## config.mk

```make
export PLATFORM = sky130hd
export DESIGN_NAME = casc_down_divider
export DESIGN_NICKNAME = d
export VERILOG_FILES = /design/src/rtl/casc_down_divider.sv
export SDC_FILE = /design/constraint.sdc
export NUM_CORES = 1
export LEC_CHECK = 0
export ABC_AREA = 1
export BUFFER_PORTS_ARGS = -buffer_cell sky130_fd_sc_hd__buf_2
export CORE_ASPECT_RATIO = 0.7
export CORE_MARGIN = 10
export CORE_UTILIZATION = 45
export CTS_CLUSTER_SIZE = 8
export DETAILED_ROUTE_END_ITERATION = 16
export GPL_TIMING_DRIVEN = 0
export PLACE_DENSITY = 0.76
export SLEW_MARGIN = 20
export SYNTH_ARGS = -nofsm -noshare
export SYNTH_HDL_FRONTEND = slang
export SYNTH_SLANG_ARGS = --single-unit
```

## constraint.sdc

```tcl
create_clock -name clk -period 1.8 [get_ports clk]
set_input_delay 0.27 -clock clk [delete_from_list [all_inputs] [get_ports clk]]
set_output_delay 0.27 -clock clk [all_outputs]
set_load 0.05 [all_outputs]
```

## src/rtl/casc_down_divider.sv

```systemverilog
module casc_down_divider #(
  parameter int SLICE_W = 6,
  parameter int SLICES  = 4,
  localparam int W      = SLICE_W * SLICES
) (
  input  logic         clk,
  input  logic         srst,
  input  logic [W-1:0] reload_val,
  input  logic         inv_sel,
  output logic [W-1:0] count,
  output logic         tc,
  output logic         div_out,
  output logic         bad_cfg
);

  logic [SLICES:0]   en;
  logic [SLICES-1:0] is_zero;
  logic              load;

  assign en[0] = 1'b1;
  assign load  = srst | tc;

  for (genvar i = 0; i < SLICES; i++) begin : g_slice
    logic [SLICE_W-1:0] q;

    assign is_zero[i] = (q == '0);
    assign en[i+1]    = &is_zero[i:0];
    assign count[i*SLICE_W +: SLICE_W] = q;

    always_ff @(posedge clk) begin
      if (load)
        q <= reload_val[i*SLICE_W +: SLICE_W];
      else if (en[i])
        q <= q - 1'b1;
    end
  end

  assign tc      = en[SLICES];
  assign div_out = tc ^ inv_sel;
  assign bad_cfg = (reload_val == '0);


  rst_load_chk: assert property (@(posedge clk)
    srst |=> count == $past(reload_val));


  step_down_chk: assert property (@(posedge clk) disable iff (srst)
    !tc |=> count == $past(count) - 1'b1);


  reload_chk: assert property (@(posedge clk) disable iff (srst)
    tc |=> count == $past(reload_val));


  tc_zero_chk: assert property (@(posedge clk) disable iff (srst)
    tc |-> count == '0);


  div_one_chk: assert property (@(posedge clk) disable iff (srst)
    (tc && reload_val == '0) |=> tc);

endmodule

```

## Yosys cells after proc, flatten, opt, wreduce, memory -nomap -nowiden

Cells that the tools add are included.
Widths: inputs -> output; s select.

- Flip-flop bits (word level): 24
- Logic and storage cells: 28

- Add/subtract/negate cells: 4
- Reductions and logical operators: 11
- Muxes and demuxes: 7
- Bitwise operators: 2

Operator list:

| cell | number |
|---|---|
| $mux 6 | 7 |
| $logic_not 24->1 | 1 |
| $logic_not 6->1 | 4 |
| $sub 6x1->6 const B | 4 |
| $reduce_bool 2->1 | 3 |
| $reduce_and 4->1 | 1 |
| $reduce_and 3->1 | 1 |
| $reduce_and 2->1 | 1 |
| $or 1x1->1 | 1 |
| $xor 1x1->1 | 1 |

## Logic depth before layout (Yosys ltp)

Gate-level depths: netlist (run 1).

- Word-level depth: 4
- Depth in mapped cells: 9
- Mapped depth without buffers: 8

## Worst setup path before layout (run 1)

Ideal clock, no wire load.

- Path kind: reg2out
- Start: register g_slice[2].q[0]
- End: output div_out
- Arrival: 2,174 ps
- Data required time: 1,530 ps
- Slack: -644 ps
- Buffers on the path: 0
- Cell stages (with the launch flop): 9
- Cells stage by stage: edfxtp_1 inv_1 ha_1 nand3_1 nor2_2 nand2_4 inv_1 nand2_1 nand2_1

- Word-level cells in the longest chain between the ends: 3

RTL lines:

| what | RTL line | RTL |
|---|---|---|
| from (decl) | 24 | `logic [SLICE_W-1:0] q;` |
| from (signal assigned) | 32 | `q <= reload_val[i*SLICE_W +: SLICE_W];` |
| from (signal assigned) | 34 | `q <= q - 1'b1;` |
| $logic_not 6->1 | 26 | `assign is_zero[i] = (q == '0);` |
| $reduce_and 4->1 | 27 | `assign en[i+1] = &is_zero[i:0];` |
| named net tc | 11 | `output logic tc,` |
| $xor 1x1->1 | 39 | `assign div_out = tc ^ inv_sel;` |
| to (decl) | 12 | `output logic div_out,` |

The timed path passes the listed nets, and every way through them passes these cells.

## Worst setup path in the final report (run 1)

- Start: register g_slice[2].q[5]
- End: output div_out

- Word-level cells in the longest chain between the ends: 3

RTL lines:

| what | RTL line |
|---|---|
| $logic_not 6->1 | 26 |
| $reduce_and 4->1 | 27 |
| $xor 1x1->1 | 39 |

No other way between the ends.

==> results of run 1 <==
cells in the final DEF (no fill, tap or decap), types with 4 or more instances in the layout:
cell,synthesis,layout
sky130_fd_sc_hd__inv_1,18,11
sky130_fd_sc_hd__buf_4,0,14
sky130_fd_sc_hd__nand3_1,31,28
sky130_fd_sc_hd__nor2_2,2,4
sky130_fd_sc_hd__nor2_1,20,17
sky130_fd_sc_hd__xor2_1,4,4
sky130_fd_sc_hd__nand4_1,5,5
sky130_fd_sc_hd__nand2_1,68,65
sky130_fd_sc_hd__buf_2,2,51
sky130_fd_sc_hd__xnor2_1,8,8
sky130_fd_sc_hd__edfxtp_1,18,18
sky130_fd_sc_hd__inv_2,1,7
sky130_fd_sc_hd__dfxtp_1,6,4
sky130_fd_sc_hd__nor4_1,4,4
kinds of logic (layout without fill, tap and decap cells):
family / after synthesis / count (layout) / synth area share, %
xor gates and xnor gates: 12 / 12 / 6.58
buffers and inverters: 25 / 95 / 7.52
AOI/OAI and AO/OA: 2 / 2 / 0.783
adders and majority gates: 6 / 6 / 4.70
and+or+nand+nor: 136 / 136 / 39.1
DFF: 24 / 24 / 41.3
timing repair:
item / 4_1_cts / 5_1_grt
setup endpoints to repair: 20 / 21
endpoints found under the hold margin: 0 / 0
buffers inserted: 6 / 7
hold buffers: 0 / 0
gates resized for setup: 12 / 12
pin swaps: 2 / 3
through the flow:
step | cell area, um^2 | hold WS, ps | total power, W | cells
4_1_cts | 2120 | 200 | 0.00167 | 318
5_1_grt | 2220 | 217 | 0.00179 | 325
6_report | 2220 | 206 | 0.00169 | 325
3_3_place_gp | 1990 | 474 | 0.00132 | 308
3_5_place_dp | 1990 | 482 | 0.00133 | 308
2_1_floorplan | 1660 | 373 | 0.00118 | 205
metal layers:
layer	track usage [%]	up-vias
met1	18.1	709
met2	19.9	47
met5	0	-
li1	-	814
met3	5.23	5
met4	3.12	0
power groups by stage:
stage / registers [W] / clock network, W / logic, W
finish: 0.000723 / 0.000334 / 0.000632
global route: 0.000733 / 0.000370 / 0.000686
CTS: 0.000722 / 0.000339 / 0.000614
detailed placement: 0.000735 / 0 / 0.000590
global placement: 0.000732 / 0 / 0.000583
floorplan: 0.000927 / 0 / 0.000249
critical path: cells and delay by family, from the launching register on:
kind,cells,cell delay [ps]
AND/OR/NAND/NOR,6,650
flip-flops,1,440
buffers and inverters,2,270
synth_stat cells:
cell type                  instances
sky130_fd_sc_hd__o21ai_0           1
sky130_fd_sc_hd__nand3b_1          1
sky130_fd_sc_hd__buf_12            1
sky130_fd_sc_hd__buf_6             1
sky130_fd_sc_hd__nand2_4           1
sky130_fd_sc_hd__nand3_2           2
sky130_fd_sc_hd__dfxtp_1           6
sky130_fd_sc_hd__nor4_1            4
sky130_fd_sc_hd__xnor2_1           8
sky130_fd_sc_hd__clkbuf_1          1
sky130_fd_sc_hd__nand2_8           1
sky130_fd_sc_hd__nor2_1           20
sky130_fd_sc_hd__buf_2             2
sky130_fd_sc_hd__inv_1            18
sky130_fd_sc_hd__nor2_4            1
sky130_fd_sc_hd__xor2_1            4
sky130_fd_sc_hd__inv_2             1
sky130_fd_sc_hd__o31ai_1           1
sky130_fd_sc_hd__edfxtp_1         18
sky130_fd_sc_hd__nand4_1           5
sky130_fd_sc_hd__buf_1             1
sky130_fd_sc_hd__nand3_1          31
sky130_fd_sc_hd__nor2_2            2
sky130_fd_sc_hd__nand2_1          68
sky130_fd_sc_hd__ha_1              6
layout make-up:
class	instances	area, um^2	area share (%)
Multi-Input combinational cell	156	927	41.8
Sequential cell	24	663	29.9
Timing Repair Buffer	66	383	17.3
Inverter	19	75.1	3.39
Tap cell	50	62.6	2.82
Buffer	6	61.3	2.77
Clock buffer	4	45.0	2.03
worst paths after layout:
check,from,to,cells after the start
setup / recovery,g_slice[2].q[5]$_DFFE_PP_,div_out,8
setup reg to reg,g_slice[2].q[5]$_DFFE_PP_,g_slice[3].q[2]$_DFFE_PP_,4
hold / removal,reload_val[3],g_slice[0].q[3]$_DFF_P_,3
hold reg to reg,g_slice[0].q[0]$_DFF_P_,g_slice[0].q[0]$_DFF_P_,3
==> results.md, run 1 <==
- The final count of pins violating max slew is 0.
- The cell accounting for the most synthesized area is sky130_fd_sc_hd__edfxtp_1.
- The number of primary I/O pins is 54.
- The placement-stage worst setup slack is -161 ps.
- In the final layout, the share of cells above drive strength 1 is 37.5%.
- The die height is 69.9 um.
- The endpoint required time on the critical path is 1530 ps.
- The portion of the clock cycle consumed by the worst path in the final layout is 106%.
- For the worst setup path, the data arrival time is 1640 ps.
- The mean number of vias per cell is 4.85.
- Cells fill 63.9% of the core in the end.
- For this block, wires on met1 add up to 2.08 mm.
- The startpoint class of the critical path is a flip-flop.
- In the post-synthesis netlist, the biggest area contributors are sky130_fd_sc_hd__edfxtp_1 (34%), sky130_fd_sc_hd__nand2_1 (16%), sky130_fd_sc_hd__nand3_1 (9.7%), sky130_fd_sc_hd__dfxtp_1 (7.5%), sky130_fd_sc_hd__ha_1 (4.7%).
- The CTS sink count is 24.
- The area overhead of the layout relative to synthesis is 38.8%.
- The via count of the first global-routing pass came to 1,514.
- The clock input transition at the sequential cells of the worst setup and hold paths is 90 ps.
- Between clock sinks in the finished design, the worst skew comes to 3.98 ps.
- The number of antenna violations at the first check in global routing is 0.
- The relative contribution of the clock network to total power is 19.8%.
- The initial core utilization is 46.1%.
- The path class of the tightest hold or removal check is primary input to flip-flop.
- The highest layer touched by signal routing is met4.
- After synthesis, the netlist uses 25 different library cells.
- The maximum resistive drop on vdd is 410 uV.
- In the final layout, the registers with the most flip-flops are g_slice.q (24).
- The sum of negative setup slack is -175 ps.
- The run finished, with violations left.
- Summing over every cut layer, the via total after detailed routing is 1,575.
- The number of remaining DRC errors is 0.
- The root buffer cell is sky130_fd_sc_hd__clkbuf_8.
- For this design, the slowest cell found on the critical path is sky130_fd_sc_hd__edfxtp_1.
- The internal portion of the total power is 0.00103 W.
- The floorplan has 18 rows.
- The relative contribution of combinational cells to total power is 37.4%.
- The kind of critical path is flip-flop to primary output.
- Counting flops and latches in the post-synthesis netlist gives 24.
- The post-synthesis cell count is 205.
- The width of the die is 91.2 um.
- TritonCTS built the clock tree.
- The final reports fail on setup timing.
- Once detailed placement completed, the half-perimeter wirelength came to 3.35 mm.
- Setup violations remaining at the end of the flow were counted as 2.
- The number of buffers created by CTS is 3.
- The clock reaches the later pin of the worst-skew pair after 270 ps.
- Of all nets on the critical path, the largest fanout is 4.
- Setup repair after global routing could not meet its margin everywhere.
- The kind of end point of the critical path is a primary output.
- The slew at the pin with the worst max-slew slack is 571 ps.
- For this run, the total global-route usage over all layers was measured as 13.5%.
- After synthesis, flip-flops and latches occupy 41.3% of the total area.
- The most common cell type on the critical path is sky130_fd_sc_hd__nand2_4.
- The net count after synthesis is 238.
- The worst stage delay on the critical path is 440 ps.
- The antenna diode count is 0.
- The top cell type by area accounts for 33.8% of the synthesized area.
- The clock tree buffer depth is 2.
- The die covers 6370 um^2.
- The top register by number of flip-flops is g_slice.q.
- The analysis attributes to net switching a power of 0.000659 W.
- Entering global routing, the biggest net connects 14 pins.
- Timing would allow up to 524 MHz.
- After the last flow step, the layout net total stands at 309.
- Dividing the detail-routed wire length by the instance count gives 13.5 um.
- The count of H-tree levels built during CTS is 1.
- The power density of the placed cells is 762 nW/um^2.
- Subtracting the final worst setup slack from the clock period gives 1910 ps.
- The floorplan step defined a core boundary enclosing 3470 um^2.
- In this run the register-to-register setup slack is 50 ps.
- The analysis attributes to cell leakage a power of 1.08 nW.
- Traced cell by cell, the critical path runs through nor2_1 > nand3_4 > nor2_4 > nand2_4 > buf_8 > nand2_4 > nand2_4 > buf_8.
- The fraction of power spent switching nets is 39.0%.
- The number of nets still failing antenna checks after routing is 0.
- The number of detailed-routing iterations run before antenna repair is 4.
- Fill cells in the final layout number 320.
- The remaining global-route overflow is 0.
- The first-pass GRT wire length is 7.16 mm.
- The register with the most flip-flops in the layout has 24 of them.
- A synthesized cell averages 7.79 um^2.
- The relative contribution of sequential cells to total power is 42.8%.
- During placement, the flow inserted port buffers numbering 53.
- The number of max-cap violations is 0.
- The area of the mapped netlist is 1600 um^2.
- The amount of wire on met2 after detailed routing is 1.91 mm.
- The final wirelength is 4.39 mm.
- After the first detailed-routing iteration, the DRC count stood at 79.
- At the end of routability-driven placement, the weighted congestion stood at 0.780.
- The total number of yosys warnings is 0.
- The final number of hold-violating endpoints was 0.
- The worst slew slack as a fraction of its limit is 61.7%.
- The post-layout worst setup margin is -109 ps.
- The met3 layer wire length in the routed design is 356 um.
No activity file was read; power rests on OpenSTA's default activity.
==> run 2: changes to the inputs <==
Settings changed: CELL_PAD_IN_SITES_DETAIL_PLACEMENT set to 1, CELL_PAD_IN_SITES_GLOBAL_PLACEMENT set to 1, CORE_UTILIZATION 45 to 32, PLACE_DENSITY 0.76 to not set, PLACE_DENSITY_LB_ADDON set to 0.1.
==> results.md, run 2 (synthesis results as in run 1) <==
- The internal reg-to-reg setup slack is -100 ps (-150 ps).
- The power density of the placed cells is 736 nW/um^2 (-3.4%).
- The worst slew slack as a fraction of its limit came to 39.7% (-22 points).
- The final count of pins violating max slew is 0 (unchanged).
- STA classifies the critical path startpoint as a flip-flop.
- The reported net switching power is 0.000690 W (+4.8%).
- The initial core utilization is 33.2% (-13 points).
- The quantity of I/O buffers inserted on ports came to 53 (unchanged).
- The area of the die is 8260 um^2 (+30%).
- The die height is 79.1 um (+13%).
- The leakage power came to 1.12 nW (+4.2%).
- The endpoint required time on the critical path is 1530 ps (about the same).
- The overall global routing resource usage is 11.8% (-1.7 points).
- The number of max-cap violations came to 0 (unchanged).
- The area overhead of the layout relative to synthesis is 47.5%.
- The clock latency on the worst-skew pair was 270 ps (about the same).
- The clock tree buffer depth is 2 (unchanged).
- The clock input transition at the sequential cells of the worst setup and hold paths came to 90 ps (about the same).
- The detail-routed net length per standard cell is 15.1 um (+12%).
- The flip-flop count of the largest register after layout was 24 (unchanged).
- The top register by number of flip-flops is g_slice.q.
- The number of placed cells counting well taps was 327 (+6.2%).
- Among all stages on the critical path, the largest delay is contributed by sky130_fd_sc_hd__edfxtp_1.
- The largest fanout of any net on the critical path is 6 (+2).
- The detailed-route wire length on metal 1 is 2.52 mm (+21%).
- The floorplan row count is 21 (+3).
- The met3 layer wire length in the routed design is 294 um (-17%).
- The maximum clock skew at final layout came to 7.83 ps (+3.85 ps).
- The area taken by flip-flops and latches is 663 um^2 (unchanged).
- In this design, the critical path's most frequently occurring cell is sky130_fd_sc_hd__nand2_4.
- The number of nets still failing antenna checks after routing is 0 (unchanged).
- The kind of end point of the critical path is a primary output.
- The number of nets in the layout is 315 (+1.9%).
- The mean number of vias per cell was 4.58 (-5.4%).
- The via count of the first global-routing pass is 1,645 (+8.7%).
- The largest net degree at the start of global routing is 14 (unchanged).
- The total via count in the routed design was 1,604 (+1.8%).
- The relative contribution of combinational cells to total power came to 38.2% (+0.8 points).
- In the layout the commonest cells are sky130_fd_sc_hd__nand2_1 (62), sky130_fd_sc_hd__buf_2 (51), sky130_fd_sc_hd__nand3_1 (28).
- The TritonCTS clock tree is built.
- The portion of the clock cycle consumed by the worst path in the final layout was 109% (+2.8 points).
- The core box area came to 4810 um^2 (+39%).
- The antenna diode count is 0 (unchanged).
- The filler cell count in the final layout is 607 (+90%).
- Leaving out fill and tap cells, the most frequent cell in the layout is sky130_fd_sc_hd__nand2_1.
- The final reports fail on setup timing.
- The signal on the critical path passes through inv_2 > ha_4 > nand3_4 > nor2_4 > nand2_4 > buf_8 > nand2_4 > nand2_4 > buf_8.
- The amount of wire on met2 after detailed routing is 2.43 mm (+27%).
- The post-detailed-placement half-perimeter wirelength came to 3.97 mm (+18%).
- The final hold slack is 199 ps (-7.44 ps).
- The number of detailed-routing iterations run before antenna repair came to 4 (unchanged).
- The final wirelength is 5.29 mm (+20%).
- The count of H-tree levels built during CTS is 1 (unchanged).
- The number of primary I/O pins was 54 (unchanged).
- The number of DRC markers in iteration 0 is 59 (-25%).
- The sum of negative setup slack is -1060 ps (-883 ps).
- The internal power contribution was 0.00104 W (+1.3%).
- The slew at the pin with the worst max-slew slack is 895 ps (+324 ps).
- The flow ran to the end, but the final reports show violations.
- The area used by multi-input combinational logic came to 962 um^2 (+3.8%).
- The width of the die is 104 um (+15%).
- The worst endpoint data arrival time is 1690 ps (+50 ps).
- The fraction of layout instances using a drive strength above 1 is 41.3% (+3.8 points).
- Setup repair after global routing could not meet its margin everywhere.
- The first-pass GRT wire length came to 8.07 mm (+13%).
- The shortest period the worst path allows was 1960 ps (+50.6 ps).
- The number of remaining DRC errors is 0 (unchanged).
- The final number of setup-violating endpoints came to 15 (+13).
- The relative contribution of the clock network to total power was 19.7% (about the same).
- The highest layer touched by signal routing is met4.
- The number of buffers created by CTS is 3 (unchanged).
- The post-layout worst setup margin is -160 ps (-50.6 ps).
- The remaining global-route overflow is 0 (unchanged).
- The post-route non-filler standard cell count was 350 (+7.7%).
- The number of antenna violations at the first check in global routing is 0 (unchanged).
- The final number of hold-violating endpoints came to 0 (unchanged).
- The highest attainable clock frequency came to 510 MHz (-2.6%).
- In the final layout, the registers with the most flip-flops are g_slice.q (24).
- The worst stage delay on the critical path was 400 ps (-40 ps).
- The final weighted congestion in routability-driven placement is 0.742 (-4.9%).
- The path class of the tightest hold or removal check is primary input to flip-flop.
- The fraction of power spent switching nets came to 39.8% (+0.80 points).
- The cell sitting at the root of the clock tree is a sky130_fd_sc_hd__clkbuf_8.
- The maximum resistive drop on vdd is 286 uV (-30%).
- The kind of critical path is flip-flop to primary output.
- The relative contribution of sequential cells to total power is 42.2% (-0.6 points).
- The CTS sink count is 24 (unchanged).
## run 2: worst paths after layout
kind,startpoint,end,depth (start not counted)
min reg2reg,g_slice[0].q[0]$_DFF_P_,g_slice[0].q[0]$_DFF_P_,3
max reg2reg,g_slice[1].q[0]$_DFFE_PP_,g_slice[2].q[0]$_DFFE_PP_,4
max,g_slice[1].q[0]$_DFFE_PP_,div_out,9
min,reload_val[4],g_slice[0].q[4]$_DFF_P_,3
## run 2: area by class of cell
| cell class | count | area share (%) |
|---|---|---|
| multi-input cells | 156 | 40.8 |
| clock inverters | 1 | 0.159 |
| well taps | 69 | 3.66 |
| inverters | 19 | 3.18 |
| flip-flops and latches | 24 | 28.1 |
| repair buffers | 72 | 19.4 |
| clock buffers | 3 | 1.75 |
| plain buffers | 6 | 2.92 |
## run 2: power by group through the flow
stage,combinational [W],clock (W),sequential [W]
after floorplan,0.000249,0,0.000927
after global routing,0.000723,0.000363,0.000744
after CTS,0.000623,0.000348,0.000730
final,0.000662,0.000341,0.000732
after global placement,0.000591,0,0.000738
after detailed placement,0.000598,0,0.000741
## run 2: per-stage QoR
step           power (W)  setup WS [ps]  utilization (%)  cell area [um^2]
5_1_grt          0.00183           -251             49.0              2360
4_1_cts          0.00170           -152             45.0              2160
6_report         0.00173           -160             49.0              2360
3_5_place_dp     0.00134           -264             41.9              2020
3_3_place_gp     0.00133           -255             41.9              2020
2_1_floorplan    0.00118           -264                -              1660
## run 2: repair_timing
action                                  in CTS  in global routing
hold buffers                                 0                  0
resized for setup                           18                 20
endpoints found under the setup margin      20                 28
pin swaps                                    3                  5
endpoints found under the hold margin        0                  0
setup buffers                                6                 12
cloned                                       0                  1
## run 2: worst max-delay path, delay by kind of cell, from the launching register on
| kind | cells | cell delay (ps) |
|---|---|---|
| DFF | 1 | 400 |
| adders and majority gates | 1 | 170 |
| and+or+nand+nor | 5 | 420 |
| buffers and inverters | 3 | 430 |
## run 2: routing by layer
metal / global-route usage (%) / up-vias
met3: 4.03 / 6
li1: - / 827
met4: 2.08 / 0
met2: 18.2 / 32
met1: 15.7 / 739
met5: 0 / -
==> run 3: changes to the inputs <==
Settings changed: SETUP_SLACK_MARGIN set to 0.1.
==> results.md, run 3 (synthesis results as in run 1) <==
- In this run the clock root is driven by a sky130_fd_sc_hd__clkbuf_8.
- The final wirelength is 5.13 mm (-3.0%).
- TritonCTS built the clock tree.
- The number of antenna violations at the first check in global routing is 0 (unchanged).
- The worst min-delay path class is primary input to flip-flop.
- The flip-flop count of the largest register after layout is 24 (unchanged).
- The largest fanout of any net on the critical path is 3 (-3).
- The detail-routed net length per standard cell is 14.7 um (-2.7%).
- The relative contribution of sequential cells to total power is 41.7% (-0.5 points).
- The slew at the pin with the worst max-slew slack is 852 ps (-43.0 ps).
- The overall global routing resource usage is 12.2% (+0.40 points).
- The die height came to 79.1 um (unchanged).
- The most critical setup path has its startpoint at g_slice[2].q[0]$_DFFE_PP_.
- The power density of the placed cells was 747 nW/um^2 (+1.6%).
- The final count of pins violating max slew is 0 (unchanged).
- In the layout the commonest cells are sky130_fd_sc_hd__nand2_1 (65), sky130_fd_sc_hd__buf_2 (51), sky130_fd_sc_hd__nand3_1 (28).
- The number of nets still failing antenna checks after routing came to 0 (unchanged).
- The CTS sink count is 24 (unchanged).
- The relative contribution of combinational cells to total power is 38.6% (+0.4 points).
- The floorplan row count is 21 (unchanged).
- The first-pass GRT wire length was 8.30 mm (+2.8%).
- The final hold slack was 202 ps (+3.14 ps).
- From synthesis to final layout, the design area changed by 46.1%.
- The number of nets in the layout is 314 (-0.32%).
- The fraction of layout instances using a drive strength above 1 is 40.4% (-0.92 points).
- The post-route non-filler standard cell count was 349 (-0.29%).
- The width of the die is 104 um (unchanged).
- The checks that failed: setup timing.
- The internal reg-to-reg setup slack was 10 ps (+110 ps).
- In this run the most critical hold path is launched from reload_val[4].
- The leakage power is 1.11 nW (-1.2%).
- The endpoint required time on the critical path came to 1530 ps (about the same).
- The worst setup path is captured at a primary output.
- The area of the die is 8260 um^2 (unchanged).
- The number of DRC markers in iteration 0 came to 52 (-12%).
- The filler cell count in the final layout was 593 (-2.3%).
- The run finished, with violations left.
- The core box area is 4810 um^2 (unchanged).
- The internal power contribution was 0.00105 W (+0.61%).
- Counting flops per register, the top entry is g_slice.q.
- The placement-stage worst setup slack is -297 ps (-33.7 ps).
- The leading cell type in the layout, fill and taps excluded is sky130_fd_sc_hd__nand2_1.
- The via count of the first global-routing pass is 1,661 (+0.97%).
- The final core area utilization is 48.6% (-0.47 points).
- In the final layout, the registers with the most flip-flops are g_slice.q (24).
- The mean number of vias per cell came to 4.61 (+0.54%).
- The highest attainable clock frequency is 527 MHz (+3.2%).
- The startpoint class of the critical path is a flip-flop.
- The relative contribution of the clock network to total power came to 19.7% (about the same).
- The clock latency on the worst-skew pair is 270 ps (about the same).
- The portion of the clock cycle consumed by the worst path in the final layout is 105% (-3.4 points).
- The quantity of I/O buffers inserted on ports came to 53 (unchanged).
- The shortest period the worst path allows came to 1900 ps (-61.0 ps).
- The post-layout worst setup margin is -99.0 ps (+61.0 ps).
- The antenna diode count came to 0 (unchanged).
- The number of placed cells counting well taps is 327 (unchanged).
- Setup repair after global routing could not meet its margin everywhere.
- The remaining global-route overflow is 0 (unchanged).
- The reported net switching power was 0.000694 W (+0.55%).
- The number of max-cap violations is 0 (unchanged).
- The maximum resistive drop on vdd is 296 uV (+3.4%).
- The clock tree buffer depth is 2 (unchanged).
- The final number of hold-violating endpoints is 0 (unchanged).
- The maximum clock skew at final layout is 1.75 ps (-6.08 ps).
- The post-detailed-placement half-perimeter wirelength is 3.87 mm (-2.4%).
- The fraction of power spent switching nets was 39.8% (about the same).
- The count of H-tree levels built during CTS is 1 (unchanged).
- The setup path with the least slack is of type flip-flop to primary output.
- The worst endpoint data arrival time was 1630 ps (-60 ps).
- The clock input transition at the sequential cells of the worst setup and hold paths is 90 ps (about the same).
- The largest net degree at the start of global routing is 14 (unchanged).
- The hold-fix buffer count after cts is 0 (unchanged).
- The number of primary I/O pins is 54 (unchanged).
- In this run the critical register-to-register path is launched from g_slice[1].q[0]$_DFFE_PP_.
- The number of detailed-routing iterations run before antenna repair is 4 (unchanged).
- The initial core utilization is 33.2% (unchanged).
- The number of buffers created by CTS was 3 (unchanged).
- The worst slew slack as a fraction of its limit came to 42.6% (+2.9 points).
- The final weighted congestion in routability-driven placement is 0.745 (+0.38%).
- The number of remaining DRC errors is 0 (unchanged).
- The total via count in the routed design is 1,608 (+0.25%).
- The final number of setup-violating endpoints is 2 (-13).
-- run 3: cell types whose count changed in the layout (fill, tap and decap cells not counted), sizes merged --
| cell | before | now |
|---|---|---|
| clkbuf | 5 | 4 |
-- run 3: power groups by stage --
stage                     logic (W)  registers [W]  clock network [W]
after global placement     0.000591       0.000738                  0
after detailed placement   0.000596       0.000739                  0
after floorplan            0.000249       0.000927                  0
after global routing       0.000736       0.000738           0.000378
after CTS                  0.000648       0.000728           0.000356
final                      0.000673       0.000727           0.000344
-- run 3: what timing repair did --
action	4_1_cts	5_1_grt
pin swaps	3	2
setup buffers	10	9
setup endpoints to repair	35	35
gates resized for setup	30	5
gates cloned	0	0
-- run 3: final timing paths --
kind	endpoint	cells past startpoint
worst min-delay path	g_slice[0].q[4]$_DFF_P_	3
worst max register to register	g_slice[2].q[4]$_DFFE_PP_	4
worst max-delay path	div_out	9
worst min register to register	g_slice[0].q[0]$_DFF_P_	3
-- run 3: per-layer routing --
| metal | track usage, % | wire length, um | vias to the layer above | share of wire, % |
|---|---|---|---|---|
| li1 | - | - | 823 | - |
| met1 | 15.6 | 2480 | 752 | 48 |
| met2 | 19.8 | 2360 | 28 | 46 |
| met3 | 4.03 | 253 | 5 | 4.9 |
| met4 | 2.08 | 32 | 0 | 0.62 |
| met5 | 0 | 0 | - | 0 |
-- run 3: worst max-delay path, cell delays in order (launching register included) --
cell and delay (ps):
sky130_fd_sc_hd__edfxtp_1 400, sky130_fd_sc_hd__inv_2 100, sky130_fd_sc_hd__ha_4 150, sky130_fd_sc_hd__nand3_4 100
sky130_fd_sc_hd__nor2_4 140, sky130_fd_sc_hd__nand2_4 80, sky130_fd_sc_hd__buf_6 130, sky130_fd_sc_hd__nand2_4 60
sky130_fd_sc_hd__nand2_4 50, sky130_fd_sc_hd__buf_8 140
-- run 3: metrics by stage --
| stage | power, W | TNS (ps) | cell area, um^2 |
|---|---|---|---|
| after floorplan | 0.00118 | -3710 | 1660 |
| final | 0.00174 | -151 | 2330 |
| after CTS | 0.00173 | -370 | 2250 |
| after global placement | 0.00133 | -3210 | 2020 |
| after global routing | 0.00185 | -1030 | 2330 |
| after detailed placement | 0.00133 | -3340 | 2020 |
-- run 3: layout make-up --
| type | count | area [um^2] | share of cell area (%) |
|---|---|---|---|
| multi-input combinational | 156 | 977 | 41.9 |
| sequential | 24 | 663 | 28.4 |
| timing repair buffer | 71 | 424 | 18.2 |
| tap | 69 | 86.3 | 3.70 |
| inverter | 19 | 77.6 | 3.32 |
| buffer | 6 | 61.3 | 2.63 |
| clock buffer | 3 | 41.3 | 1.77 |
| clock inverter | 1 | 3.75 | 0.161 |
